===== src/rtl/irq_ring_pkg.sv =====
package irq_ring_pkg;

    localparam int unsigned REC_WORDS  = 4;
    localparam int unsigned WORD_BYTES = 4;
    localparam int unsigned REC_BYTES  = REC_WORDS * WORD_BYTES;
    localparam int unsigned BASE_SHIFT = 8;
    localparam int unsigned REG_AW     = 3;
    localparam int unsigned SIZE_W     = 5;

    // register indices
    localparam logic [REG_AW-1:0] RA_MAIN   = 3'd0;
    localparam logic [REG_AW-1:0] RA_CTL    = 3'd1;
    localparam logic [REG_AW-1:0] RA_BASE   = 3'd2;
    localparam logic [REG_AW-1:0] RA_RPTR   = 3'd3;
    localparam logic [REG_AW-1:0] RA_WPTR   = 3'd4;
    localparam logic [REG_AW-1:0] RA_WBLO   = 3'd5;
    localparam logic [REG_AW-1:0] RA_WBHI   = 3'd6;
    localparam logic [REG_AW-1:0] RA_STATUS = 3'd7;

    // ring control bit positions
    localparam int unsigned CTL_RING_EN  = 0;
    localparam int unsigned CTL_SIZE_LSB = 1;
    localparam int unsigned CTL_OVF_EN   = 16;
    localparam int unsigned CTL_OVF_CLR  = 17;
    localparam int unsigned CTL_WB_EN    = 18;

    typedef enum logic [1:0] {
        ST_IDLE  = 2'd0,
        ST_WRITE = 2'd1,
        ST_WBACK = 2'd2
    } ring_state_e;

    typedef struct packed {
        logic [7:0]  src;
        logic [27:0] data;
        logic [7:0]  ring;
        logic [7:0]  vmid;
    } ring_event_t;

endpackage


===== src/rtl/irq_ring_regs.sv =====
module irq_ring_regs
    import irq_ring_pkg::*;
#(
    parameter int unsigned PTR_W = 16
) (
    input  logic              clk,
    input  logic              rst_n,
    input  logic              cfg_wr,
    input  logic [REG_AW-1:0] cfg_addr,
    input  logic [31:0]       cfg_wdata,
    output logic [31:0]       cfg_rdata,
    input  logic              busy,
    input  logic [PTR_W-1:0]  wptr,
    input  logic              ovf,
    output logic              glob_en,
    output logic              ring_en,
    output logic [SIZE_W-1:0] ring_size,
    output logic              ovf_en,
    output logic              wb_en,
    output logic              ovf_clr,
    output logic [31:0]       base_addr,
    output logic [PTR_W-1:0]  rptr,
    output logic [29:0]       wb_lo,
    output logic [7:0]        wb_hi,
    output logic              sw_wptr_wr,
    output logic [PTR_W-1:0]  sw_wptr_val
);

    localparam int unsigned ALIGN_W = $clog2(REC_BYTES);

    typedef struct packed {
        logic              glob_en;
        logic              ring_en;
        logic [SIZE_W-1:0] size;
        logic              ovf_en;
        logic              wb_en;
        logic [31:0]       base;
        logic [PTR_W-1:0]  rptr;
        logic [29:0]       wb_lo;
        logic [7:0]        wb_hi;
    } regs_t;

    regs_t regs_q, regs_d;

    always_comb begin
        regs_d = regs_q;
        if (cfg_wr) begin
            case (cfg_addr)
                RA_MAIN: regs_d.glob_en = cfg_wdata[0];
                RA_CTL: begin
                    regs_d.ring_en = cfg_wdata[CTL_RING_EN];
                    regs_d.size    = cfg_wdata[CTL_SIZE_LSB +: SIZE_W];
                    regs_d.ovf_en  = cfg_wdata[CTL_OVF_EN];
                    regs_d.wb_en   = cfg_wdata[CTL_WB_EN];
                end
                RA_BASE: regs_d.base  = cfg_wdata;
                RA_RPTR: regs_d.rptr  = {cfg_wdata[PTR_W-1:ALIGN_W], {ALIGN_W{1'b0}}};
                RA_WBLO: regs_d.wb_lo = cfg_wdata[31:2];
                RA_WBHI: regs_d.wb_hi = cfg_wdata[7:0];
                default: ;
            endcase
        end
    end

    always_ff @(posedge clk or negedge rst_n) begin
        if (!rst_n) regs_q <= '0;
        else        regs_q <= regs_d;
    end

    always_comb begin
        cfg_rdata = '0;
        case (cfg_addr)
            RA_MAIN: cfg_rdata[0] = regs_q.glob_en;
            RA_CTL: begin
                cfg_rdata[CTL_RING_EN]               = regs_q.ring_en;
                cfg_rdata[CTL_SIZE_LSB +: SIZE_W]    = regs_q.size;
                cfg_rdata[CTL_OVF_EN]                = regs_q.ovf_en;
                cfg_rdata[CTL_WB_EN]                 = regs_q.wb_en;
            end
            RA_BASE: cfg_rdata = regs_q.base;
            RA_RPTR: cfg_rdata[PTR_W-1:0] = regs_q.rptr;
            RA_WPTR: begin
                cfg_rdata[PTR_W-1:0] = wptr;
                cfg_rdata[0]         = ovf;
            end
            RA_WBLO: cfg_rdata[31:2] = regs_q.wb_lo;
            RA_WBHI: cfg_rdata[7:0]  = regs_q.wb_hi;
            RA_STATUS: cfg_rdata[0]  = busy;
            default: ;
        endcase
    end

    assign glob_en     = regs_q.glob_en;
    assign ring_en     = regs_q.ring_en;
    assign ring_size   = regs_q.size;
    assign ovf_en      = regs_q.ovf_en;
    assign wb_en       = regs_q.wb_en;
    assign base_addr   = regs_q.base;
    assign rptr        = regs_q.rptr;
    assign wb_lo       = regs_q.wb_lo;
    assign wb_hi       = regs_q.wb_hi;
    assign ovf_clr     = cfg_wr && (cfg_addr == RA_CTL) && cfg_wdata[CTL_OVF_CLR];
    assign sw_wptr_wr  = cfg_wr && (cfg_addr == RA_WPTR);
    assign sw_wptr_val = cfg_wdata[PTR_W-1:0];

endmodule


===== src/rtl/irq_ring_ptr.sv =====
module irq_ring_ptr
    import irq_ring_pkg::*;
#(
    parameter int unsigned PTR_W = 16
) (
    input  logic              clk,
    input  logic              rst_n,
    input  logic [SIZE_W-1:0] ring_size,
    input  logic [PTR_W-1:0]  rptr,
    input  logic              sw_wptr_wr,
    input  logic [PTR_W-1:0]  sw_wptr_val,
    input  logic              adv,
    input  logic              ovf_set,
    input  logic              ovf_clr,
    output logic [PTR_W-1:0]  wptr,
    output logic              ovf,
    output logic [PTR_W-1:0]  mask,
    output logic              full
);

    localparam logic [PTR_W-1:0] REC_STEP   = PTR_W'(REC_BYTES);
    localparam logic [PTR_W-1:0] WORD_STEP  = PTR_W'(WORD_BYTES);
    localparam logic [PTR_W-1:0] ALIGN_MASK = ~PTR_W'(REC_BYTES - 1);

    typedef struct packed {
        logic [PTR_W-1:0] wptr;
        logic             ovf;
    } ptr_t;

    ptr_t ptr_q, ptr_d;
    logic [PTR_W-1:0] wptr_next;

    // ring bytes = 4 << size; a shift past the width gives the full range
    assign mask      = (WORD_STEP << ring_size) - PTR_W'(1);
    assign wptr_next = (ptr_q.wptr + REC_STEP) & mask;
    assign full      = (wptr_next == (rptr & mask));

    always_comb begin
        ptr_d = ptr_q;
        if (sw_wptr_wr)  ptr_d.wptr = sw_wptr_val & mask & ALIGN_MASK;
        else if (adv)    ptr_d.wptr = wptr_next;
        if (ovf_set)     ptr_d.ovf = 1'b1;
        else if (ovf_clr) ptr_d.ovf = 1'b0;
    end

    always_ff @(posedge clk or negedge rst_n) begin
        if (!rst_n) ptr_q <= '0;
        else        ptr_q <= ptr_d;
    end

    assign wptr = ptr_q.wptr;
    assign ovf  = ptr_q.ovf;

endmodule


===== src/rtl/irq_ring_pack.sv =====
module irq_ring_pack
    import irq_ring_pkg::*;
#(
    parameter int unsigned PTR_W  = 16,
    parameter int unsigned ADDR_W = 40
) (
    input  logic              clk,
    input  logic              rst_n,
    input  logic              enable,
    input  logic              ovf_en,
    input  logic              full,
    input  logic              wb_en,
    input  logic              ev_valid,
    input  ring_event_t       ev,
    input  logic [31:0]       base_addr,
    input  logic [PTR_W-1:0]  wptr,
    input  logic              ovf,
    input  logic [29:0]       wb_lo,
    input  logic [7:0]        wb_hi,
    output logic              ev_ready,
    output logic              mem_we,
    output logic [ADDR_W-1:0] mem_addr,
    output logic [31:0]       mem_wdata,
    output logic              wb_we,
    output logic [ADDR_W-1:0] wb_addr,
    output logic [31:0]       wb_data,
    output logic              adv,
    output logic              ovf_set,
    output logic              busy
);

    localparam int unsigned WC_W = $clog2(REC_WORDS);
    localparam logic [WC_W-1:0] WC_LAST = WC_W'(REC_WORDS - 1);

    typedef struct packed {
        ring_state_e st;
        logic [WC_W-1:0] wcnt;
        ring_event_t     rec;
    } pack_t;

    pack_t pk_q, pk_d;

    assign ev_ready = enable && (pk_q.st == ST_IDLE) && (!full || ovf_en);

    always_comb begin
        pk_d    = pk_q;
        adv     = 1'b0;
        ovf_set = 1'b0;
        case (pk_q.st)
            ST_IDLE: begin
                if (ev_valid && ev_ready) begin
                    pk_d.rec  = ev;
                    pk_d.wcnt = '0;
                    pk_d.st   = ST_WRITE;
                    ovf_set   = full;
                end
            end
            ST_WRITE: begin
                pk_d.wcnt = pk_q.wcnt + WC_W'(1);
                if (pk_q.wcnt == WC_LAST) begin
                    adv     = 1'b1;
                    pk_d.st = ST_WBACK;
                end
            end
            ST_WBACK: pk_d.st = ST_IDLE;
            default:  pk_d.st = ST_IDLE;
        endcase
    end

    always_ff @(posedge clk or negedge rst_n) begin
        if (!rst_n) pk_q <= '0;
        else        pk_q <= pk_d;
    end

    always_comb begin
        case (pk_q.wcnt)
            2'd0:    mem_wdata = {24'b0, pk_q.rec.src};
            2'd1:    mem_wdata = {4'b0, pk_q.rec.data};
            2'd2:    mem_wdata = {16'b0, pk_q.rec.vmid, pk_q.rec.ring};
            default: mem_wdata = '0;
        endcase
    end

    assign mem_we   = (pk_q.st == ST_WRITE);
    assign mem_addr = ADDR_W'({base_addr, {BASE_SHIFT{1'b0}}})
                    + ADDR_W'(wptr)
                    + ADDR_W'({pk_q.wcnt, 2'b00});

    assign wb_we   = (pk_q.st == ST_WBACK) && wb_en;
    assign wb_addr = ADDR_W'({wb_hi, wb_lo, 2'b00});
    always_comb begin
        wb_data             = '0;
        wb_data[PTR_W-1:0]  = wptr;
        wb_data[0]          = ovf;
    end

    assign busy = (pk_q.st != ST_IDLE);

endmodule


===== src/rtl/irq_ring_writer.sv =====
module irq_ring_writer
    import irq_ring_pkg::*;
#(
    parameter int unsigned PTR_W  = 16,
    parameter int unsigned ADDR_W = 40
) (
    input  logic              clk,
    input  logic              rst_n,
    input  logic              ev_valid,
    output logic              ev_ready,
    input  logic [7:0]        ev_src,
    input  logic [27:0]       ev_data,
    input  logic [7:0]        ev_ring,
    input  logic [7:0]        ev_vmid,
    input  logic              cfg_wr,
    input  logic [2:0]        cfg_addr,
    input  logic [31:0]       cfg_wdata,
    output logic [31:0]       cfg_rdata,
    output logic              mem_we,
    output logic [ADDR_W-1:0] mem_addr,
    output logic [31:0]       mem_wdata,
    output logic              wb_we,
    output logic [ADDR_W-1:0] wb_addr,
    output logic [31:0]       wb_data
);

    logic              glob_en, ring_en, ovf_en, wb_en, ovf_clr;
    logic [SIZE_W-1:0] ring_size;
    logic [31:0]       base_addr;
    logic [PTR_W-1:0]  rptr, wptr, mask, sw_wptr_val;
    logic [29:0]       wb_lo;
    logic [7:0]        wb_hi;
    logic              sw_wptr_wr, ovf, full, adv, ovf_set, busy;
    ring_event_t       ev_pkt;

    assign ev_pkt = '{src: ev_src, data: ev_data, ring: ev_ring, vmid: ev_vmid};

    irq_ring_regs #(.PTR_W(PTR_W)) u_regs (
        .clk(clk), .rst_n(rst_n),
        .cfg_wr(cfg_wr), .cfg_addr(cfg_addr), .cfg_wdata(cfg_wdata), .cfg_rdata(cfg_rdata),
        .busy(busy), .wptr(wptr), .ovf(ovf),
        .glob_en(glob_en), .ring_en(ring_en), .ring_size(ring_size),
        .ovf_en(ovf_en), .wb_en(wb_en), .ovf_clr(ovf_clr),
        .base_addr(base_addr), .rptr(rptr), .wb_lo(wb_lo), .wb_hi(wb_hi),
        .sw_wptr_wr(sw_wptr_wr), .sw_wptr_val(sw_wptr_val)
    );

    irq_ring_ptr #(.PTR_W(PTR_W)) u_ptr (
        .clk(clk), .rst_n(rst_n),
        .ring_size(ring_size), .rptr(rptr),
        .sw_wptr_wr(sw_wptr_wr), .sw_wptr_val(sw_wptr_val),
        .adv(adv), .ovf_set(ovf_set), .ovf_clr(ovf_clr),
        .wptr(wptr), .ovf(ovf), .mask(mask), .full(full)
    );

    irq_ring_pack #(.PTR_W(PTR_W), .ADDR_W(ADDR_W)) u_pack (
        .clk(clk), .rst_n(rst_n),
        .enable(glob_en && ring_en), .ovf_en(ovf_en), .full(full), .wb_en(wb_en),
        .ev_valid(ev_valid), .ev(ev_pkt),
        .base_addr(base_addr), .wptr(wptr), .ovf(ovf), .wb_lo(wb_lo), .wb_hi(wb_hi),
        .ev_ready(ev_ready),
        .mem_we(mem_we), .mem_addr(mem_addr), .mem_wdata(mem_wdata),
        .wb_we(wb_we), .wb_addr(wb_addr), .wb_data(wb_data),
        .adv(adv), .ovf_set(ovf_set), .busy(busy)
    );

endmodule


===== config.mk =====
export PLATFORM = sky130hd
export DESIGN_NAME = irq_ring_writer
export DESIGN_NICKNAME = d
export VERILOG_FILES = /design/src/rtl/irq_ring_pkg.sv /design/src/rtl/irq_ring_regs.sv /design/src/rtl/irq_ring_ptr.sv /design/src/rtl/irq_ring_pack.sv /design/src/rtl/irq_ring_writer.sv
export SDC_FILE = /design/constraint.sdc
export NUM_CORES = 1
export LEC_CHECK = 0
export BUFFER_PORTS_ARGS = -buffer_cell sky130_fd_sc_hd__buf_2
export CORE_ASPECT_RATIO = 0.9
export CORE_MARGIN = 4
export CORE_UTILIZATION = 33
export CTS_CLUSTER_SIZE = 25
export DETAILED_ROUTE_END_ITERATION = 6
export PLACE_DENSITY = 0.66
export SYNTH_ARGS = -nofsm -noshare
export SYNTH_HDL_FRONTEND = slang
export SYNTH_HIERARCHICAL = 1
export SYNTH_SLANG_ARGS = --single-unit

===== constraint.sdc =====
create_clock -name clk -period 4.79 [get_ports clk]
set_input_delay 0 -clock clk [delete_from_list [all_inputs] [get_ports clk]]
set_output_delay 0 -clock clk [all_outputs]
set_load 0.02 [all_outputs]

After elaboration in Yosys (flattened, before gate mapping)
Index checks and enable logic that the tools add are counted.
{"block": "word_totals", "elab_cells": 89, "inputBits": 91, "output_inout_bits": 179, "ff_bits": 164}
{"block": "op_classes", "n_addsub": 5, "n_reduce_logical": 26, "n_shift": 1, "n_bitwise": 3, "n_eq_ne": 15, "n_mux": 22}
{"op": "case mux 28 bit (3 select lines)", "count": 1}
{"op": "two-way mux 56 bit", "count": 1}
{"op": "bitwise AND 16 bit", "count": 3}
{"op": "adder 40 x 16 -> 40 bit", "count": 1}
{"op": "adder 40 x 4 -> 40 bit", "count": 1}
{"op": "two-way mux 16 bit", "count": 2}
{"op": "case mux 8 bit (4 select lines)", "count": 1}
{"op": "case mux 13 bit (2 select lines)", "count": 1}
{"op": "case mux 4 bit (6 select lines)", "count": 1}
{"op": "AND reduction 2 bit", "count": 9}
{"op": "adder 16 x 5 -> 16 bit (second input constant)", "count": 1}
{"op": "equality test 16 bit", "count": 1}
{"op": "<< shifter 3 x 5 -> 16 bit (first input constant)", "count": 1}
{"op": "subtractor 16 x 1 -> 16 bit (second input constant)", "count": 1}
{"op": "equality test 3 bit (second input constant)", "count": 4}
{"op": "case mux 2 bit (5 select lines)", "count": 1}
{"op": "logical AND 1 bit", "count": 8}
{"op": "case mux 2 bit (2 select lines)", "count": 2}
{"op": "nonzero test 2 bit", "count": 4}
{"op": "equality test 2 bit (second input constant)", "count": 3}
{"op": "equality test 3 x 2 -> 1 bit (second input constant)", "count": 2}
{"op": "two-way mux 1 bit", "count": 6}
{"op": "case mux 1 bit (3 select lines)", "count": 2}
{"op": "case mux 1 bit (6 select lines)", "count": 1}
{"op": "other kinds (12)", "count": 14}

Logic depth before layout (Yosys ltp)
{"block": "logic_depth", "word_depth": 11, "mapped_depth": 17, "ltp_nobuf": 14}

Hierarchy
Netlist, hierarchy kept.
{"module": "irq_ring_regs", "seq_area_each_um2": 2277.2, "area_each_um2": 4340.4, "instances": 1, "cells_each": 326}
{"module": "irq_ring_pack", "seq_area_each_um2": 1401.3, "area_each_um2": 4164.0, "instances": 1, "cells_each": 415}
{"module": "irq_ring_ptr", "seq_area_each_um2": 375.4, "area_each_um2": 1639.1, "instances": 1, "cells_each": 212}
{"module": "irq_ring_writer", "seq_area_each_um2": 0.0, "area_each_um2": 6.3, "instances": 1, "cells_each": 1}

Worst setup path before layout
No wires, ideal clock.
{"block": "synth_path", "kind": "reg-to-reg", "start": "reg u_regs.regs_q (netlist bit u_regs/ring_size[1])", "end": "reg u_pack/pk_q[10] (netlist name)", "setup_ns": 0.125, "stages_incl_launch_ff": 16, "required_time_ns": 4.665, "setup_slack_ns": 1.055, "path_buffers": 3, "arrival_time_ns": 3.610, "period_less_slack_ns": 3.735, "cell_sequence": "dfrtp_1 buf_2 or2_2 nand2b_1 ha_1 clkbuf_1 o21a_1 o211ai_1 nand2_1 a32o_1 nor4_2 nand2b_1 and3_1 nand2_1 clkbuf_1 mux2_2"}
{"block": "synth_via", "elab_chain_len": 9, "elab_cells_between_ends": 10, "cone_classes": "1 x add/sub; 1 x eq/ne; 1 x shift; 2 x bitwise; 5 x reduce/logical"}
{"element": "from (decl)", "line_no": "irq_ring_regs.sv:43", "text": "regs_t regs_q, regs_d;"}
{"element": "from (signal assigned)", "line_no": "irq_ring_regs.sv:67", "text": "else regs_q <= regs_d;"}
{"element": "<< shifter 3 x 5 -> 16 bit *", "line_no": "irq_ring_ptr.sv:34", "text": "assign mask = (WORD_STEP << ring_size) - PTR_W'(1);"}
{"element": "subtractor 16 x 1 -> 16 bit *", "line_no": "irq_ring_ptr.sv:34"}
{"element": "named net mask[2]", "line_no": "irq_ring_writer.sv:30", "text": "logic [PTR_W-1:0] rptr, wptr, mask, sw_wptr_val;"}
{"element": "bitwise AND 16 bit, on equally long branches", "line_no": "irq_ring_ptr.sv:35, irq_ring_ptr.sv:36"}
{"element": "equality test 16 bit *", "line_no": "irq_ring_ptr.sv:36", "text": "assign full = (wptr_next == (rptr & mask));"}
{"element": "named net full", "line_no": "irq_ring_writer.sv:33", "text": "logic sw_wptr_wr, ovf, full, adv, ovf_set, busy;"}
{"element": "logical NOT 1 bit *", "line_no": "irq_ring_pack.sv:43", "text": "assign ev_ready = enable && (pk_q.st == ST_IDLE) && (!full || ovf_en);"}
{"element": "logical OR 1 bit *", "line_no": "irq_ring_pack.sv:43"}
{"element": "logical AND 1 bit *", "line_no": "irq_ring_pack.sv:43"}
{"element": "named net ev_ready", "line_no": "irq_ring_writer.sv:10", "text": "output logic ev_ready,"}
{"element": "logical AND 1 bit *", "line_no": "irq_ring_pack.sv:51", "text": "if (ev_valid && ev_ready) begin"}
{"element": "AND reduction 2 bit (no source line) *"}
{"element": "to (signal assigned)", "line_no": "irq_ring_pack.sv:72", "text": "else pk_q <= pk_d;"}
{"element": "to (decl)", "line_no": "irq_ring_pack.sv:41", "text": "pack_t pk_q, pk_d;"}
Mark *: on every way through the listed nets, which the timed path passes. The rest lies on a longest branch.
A chain may end at the register's enable or synchronous reset.

Worst setup path after layout
{"block": "layout_path", "start": "reg u_regs.regs_q (netlist bit u_regs/ring_size[4])", "end": "reg u_pack/pk_q[32] (netlist name)"}
{"block": "layout_via", "elab_chain_len": 9, "elab_cells_between_ends": 10, "cone_classes": "1 x add/sub; 1 x eq/ne; 1 x shift; 2 x bitwise; 5 x reduce/logical"}
{"element": "<< shifter 3 x 5 -> 16 bit *", "line_no": "irq_ring_ptr.sv:34"}
{"element": "subtractor 16 x 1 -> 16 bit *", "line_no": "irq_ring_ptr.sv:34"}
{"element": "named net mask[2]", "line_no": "irq_ring_writer.sv:30"}
{"element": "bitwise AND 16 bit, on equally long branches", "line_no": "irq_ring_ptr.sv:35, irq_ring_ptr.sv:36"}
{"element": "equality test 16 bit *", "line_no": "irq_ring_ptr.sv:36"}
{"element": "named net full", "line_no": "irq_ring_writer.sv:33"}
{"element": "logical NOT 1 bit *", "line_no": "irq_ring_pack.sv:43"}
{"element": "logical OR 1 bit *", "line_no": "irq_ring_pack.sv:43"}
{"element": "logical AND 1 bit *", "line_no": "irq_ring_pack.sv:43"}
{"element": "logical AND 1 bit *", "line_no": "irq_ring_pack.sv:51"}
{"element": "AND reduction 2 bit (no source line) *"}
Marks and branches as above.

==> impl_metrics.py <==
metrics = {
    "run_status": {
        "status": "finished clean",
    },
    "placement": {
        "gp_routability_congestion": 0.873,
        "dpl_cell_area_mm2": 0.0110,
        "post-dp-hpwl_um": 23000,
        "port_buffers": 244,
    },
    "detailed_routing": {
        "num_vias": 8348,
        "drt-total-wl_um": 32100,
        "vias_per_cell": 5.21,
        "drt_iter0_markers": 589,
        "drc_errors": 0,
        "detail-route-antenna-nets": 0,
        "firstDrtPassIters": 5,
        "wl_per_cell_um": 20.1,
    },
    "power": {
        "powerDensity_mw_per_mm2": 536,
        "ir_drop_mv": 0.411,
        "leakagePower_nw": 5.69,
    },
    "worst_setup_path": {
        "critPathLaunchType": "register",
        "crit_fanout": 25,
        "r2r-start": "u_regs/ring_size[4]$_DFFE_PN0P_",
        "timing.rr.end": "u_pack/pk_q[32]$_DFFE_PN0P_",
        "criticalPathCategory": "reg -> reg",
        "worstPathRequired_ps": 5110,
        "end_kind": "register",
        "arrival_ps": 4510,
        "r2r_cells": 13,
        "rrSetupSlack_ps": 600,
    },
    "die": {
        "fp.dieH_um": 174,
        "rows": 60,
        "die_area_mm2": 0.0335,
        "design.core.area_mm2": 0.0300,
        "start_util_pct": 33.6,
        "die_w_um": 192,
        "io-pin-count": 270,
    },
    "clock_tree": {
        "h-tree-depth": 4,
        "cts_resized": 0,
        "cts.clk_slew.worst_paths_ps": 80,
        "cts_buffers": 17,
        "postCtsSetupBuffers": 0,
        "cts_tree": "built",
        "clk_latency_ps": 440,
        "cts.sinks": 162,
        "cts.path.max_buffers": 2,
        "cts_root_buffer": "clkbuf_16",
    },
    "sta": {
        "relSlewSlack_pct": 28.6,
        "setup_viol": 0,
        "holdWs_ps": 212,
        "fin_crit_sh_pct": 87.6,
        "fmax_mhz": 238,
        "post-route-min-period_ps": 4190,
        "fin_worst_skew_ps": 15.6,
        "rsz0062_at_grt": "false",
        "slew_viol_final": 0,
        "fin_tns_setup_ps": 0,
        "hold_violations": 0,
        "tightest_slew_ps": 1070,
    },
    "grt": {
        "grt_pass1_wl_um": 49100,
        "grt_max_degree": 94,
        "antenna_found_initial": 4,
        "grt_use_total_pct": 18.8,
        "grt-ovfl-total": 0,
        "grt_pass1_vias": 8430,
    },
    "synth": {
        "syn_avg_cell_area_um2": 10.7,
        "synth_warnings": 6,
        "netlist_area_mm2": 0.0101,
        "synthCells": 946,
    },
    "min_path": {
        "hp-class": "in -> async",
    },
    "layout": {
        "drive_gt1_share_pct": 39.4,
        "area_growth_pct": 24.1,
        "final_area_mm2": 0.0125,
        "nNetsFinal": 1291,
    },
    "flow_run": {
        "cap_violations": 0,
    },
}
==> timing repair <==
action	4_1_cts	5_1_grt
hold endpoints to repair	245	0
hold buffers	86	0
setup endpoints to repair	0	0
==> where the power goes <==
part | internal [mW] | total (mW) | switching, mW | leakage [nW]
registers | 1.81 | 2.32 | 0.513 | 1.96
logic | 1.22 | 2.92 | 1.70 | 3.43
clock network | 0.840 | 1.47 | 0.631 | 0.302
==> sequential cells by signal (all words and copies together), names as in the netlist <==
register / count
u_regs/ring_en: 1
u_regs/wb_en: 1
u_regs/glob_en: 1
u_regs/ring_size: 5
u_regs/base_addr: 32
u_regs/wb_hi: 8
u_ptr/ovf: 1
u_regs/ovf_en: 1
u_ptr/wptr: 14
u_pack/pk_q: 56
u_regs/wb_lo: 30
u_regs/rptr: 12
==> critical path, stage by stage (launching register included) <==
cell and delay (ps):
dfrtp_1 540, nor3_2 400, nand2b_1 130, ha_1 360
o21a_1 160, o211ai_1 210, nand2_1 140, a32o_1 260
nor4_2 410, nand2b_1 80, and3_1 230, nand2_2 480
buf_4 290, mux2_2 350
==> cells in the final DEF, fill, tap and decap left out, drive strengths merged, types with 20 or more instances in the layout <==
| master | count |
|---|---|
| a21oi | 43 |
| buf | 257 |
| conb | 28 |
| dfrtp | 162 |
| dlygate4sd3 | 86 |
| inv | 29 |
| mux2 | 148 |
| nand2 | 40 |
| nand3 | 22 |
| nor2 | 39 |
| o21ai | 20 |
| xnor2 | 26 |
| xor2 | 27 |
==> stage by stage <==
step	std cells	util (%)	setup slack [ps]	total power [mW]
floorplan	971	-	1060	4.36
global placement	1480	36.8	762	5.14
detailed placement	1480	36.8	627	5.19
CTS	1598	41.7	620	6.74
global route	1601	41.7	348	7.10
finish	1601	41.7	596	6.72
==> metal layers <==
metal	global-route usage, %	vias to the layer above	routed length, um
li1	-	3767	-
met1	24.7	4142	13800
met2	30.3	388	15000
met3	5.14	49	2580
met4	6.00	2	754
met5	0	-	20
==> area by class of cell <==
class                   count  area, um2
diodes                      3       7.51
clock buffers              18        429
clock inverters            14        189
fillers                  2880      17500
inverters                  21       78.8
multi-input cells         637       5070
flip-flops and latches    162       4050
well taps                 403        504
repair buffers            343       2200
==> worst max-delay path by stage <==
stage	from	end	cells after the start
finish	u_regs/ring_size[4]$_DFFE_PN0P_	u_pack/pk_q[32]$_DFFE_PN0P_	13
global route	u_regs/ring_size[2]$_DFFE_PN0P_	u_pack/pk_q[31]$_DFFE_PN0P_	14
CTS	u_regs/ring_size[4]$_DFFE_PN0P_	u_pack/pk_q[30]$_DFFE_PN0P_	13
detailed placement	u_regs/ring_size[2]$_DFFE_PN0P_	u_pack/pk_q[30]$_DFFE_PN0P_	13
global placement	u_regs/ring_size[1]$_DFFE_PN0P_	u_pack/pk_q[1]$_DFFE_PN0P_	13
floorplan	u_regs/ring_size[1]$_DFFE_PN0P_	u_pack/pk_q[10]$_DFFE_PN0P_	15
Power figures use the tool's default switching activity.
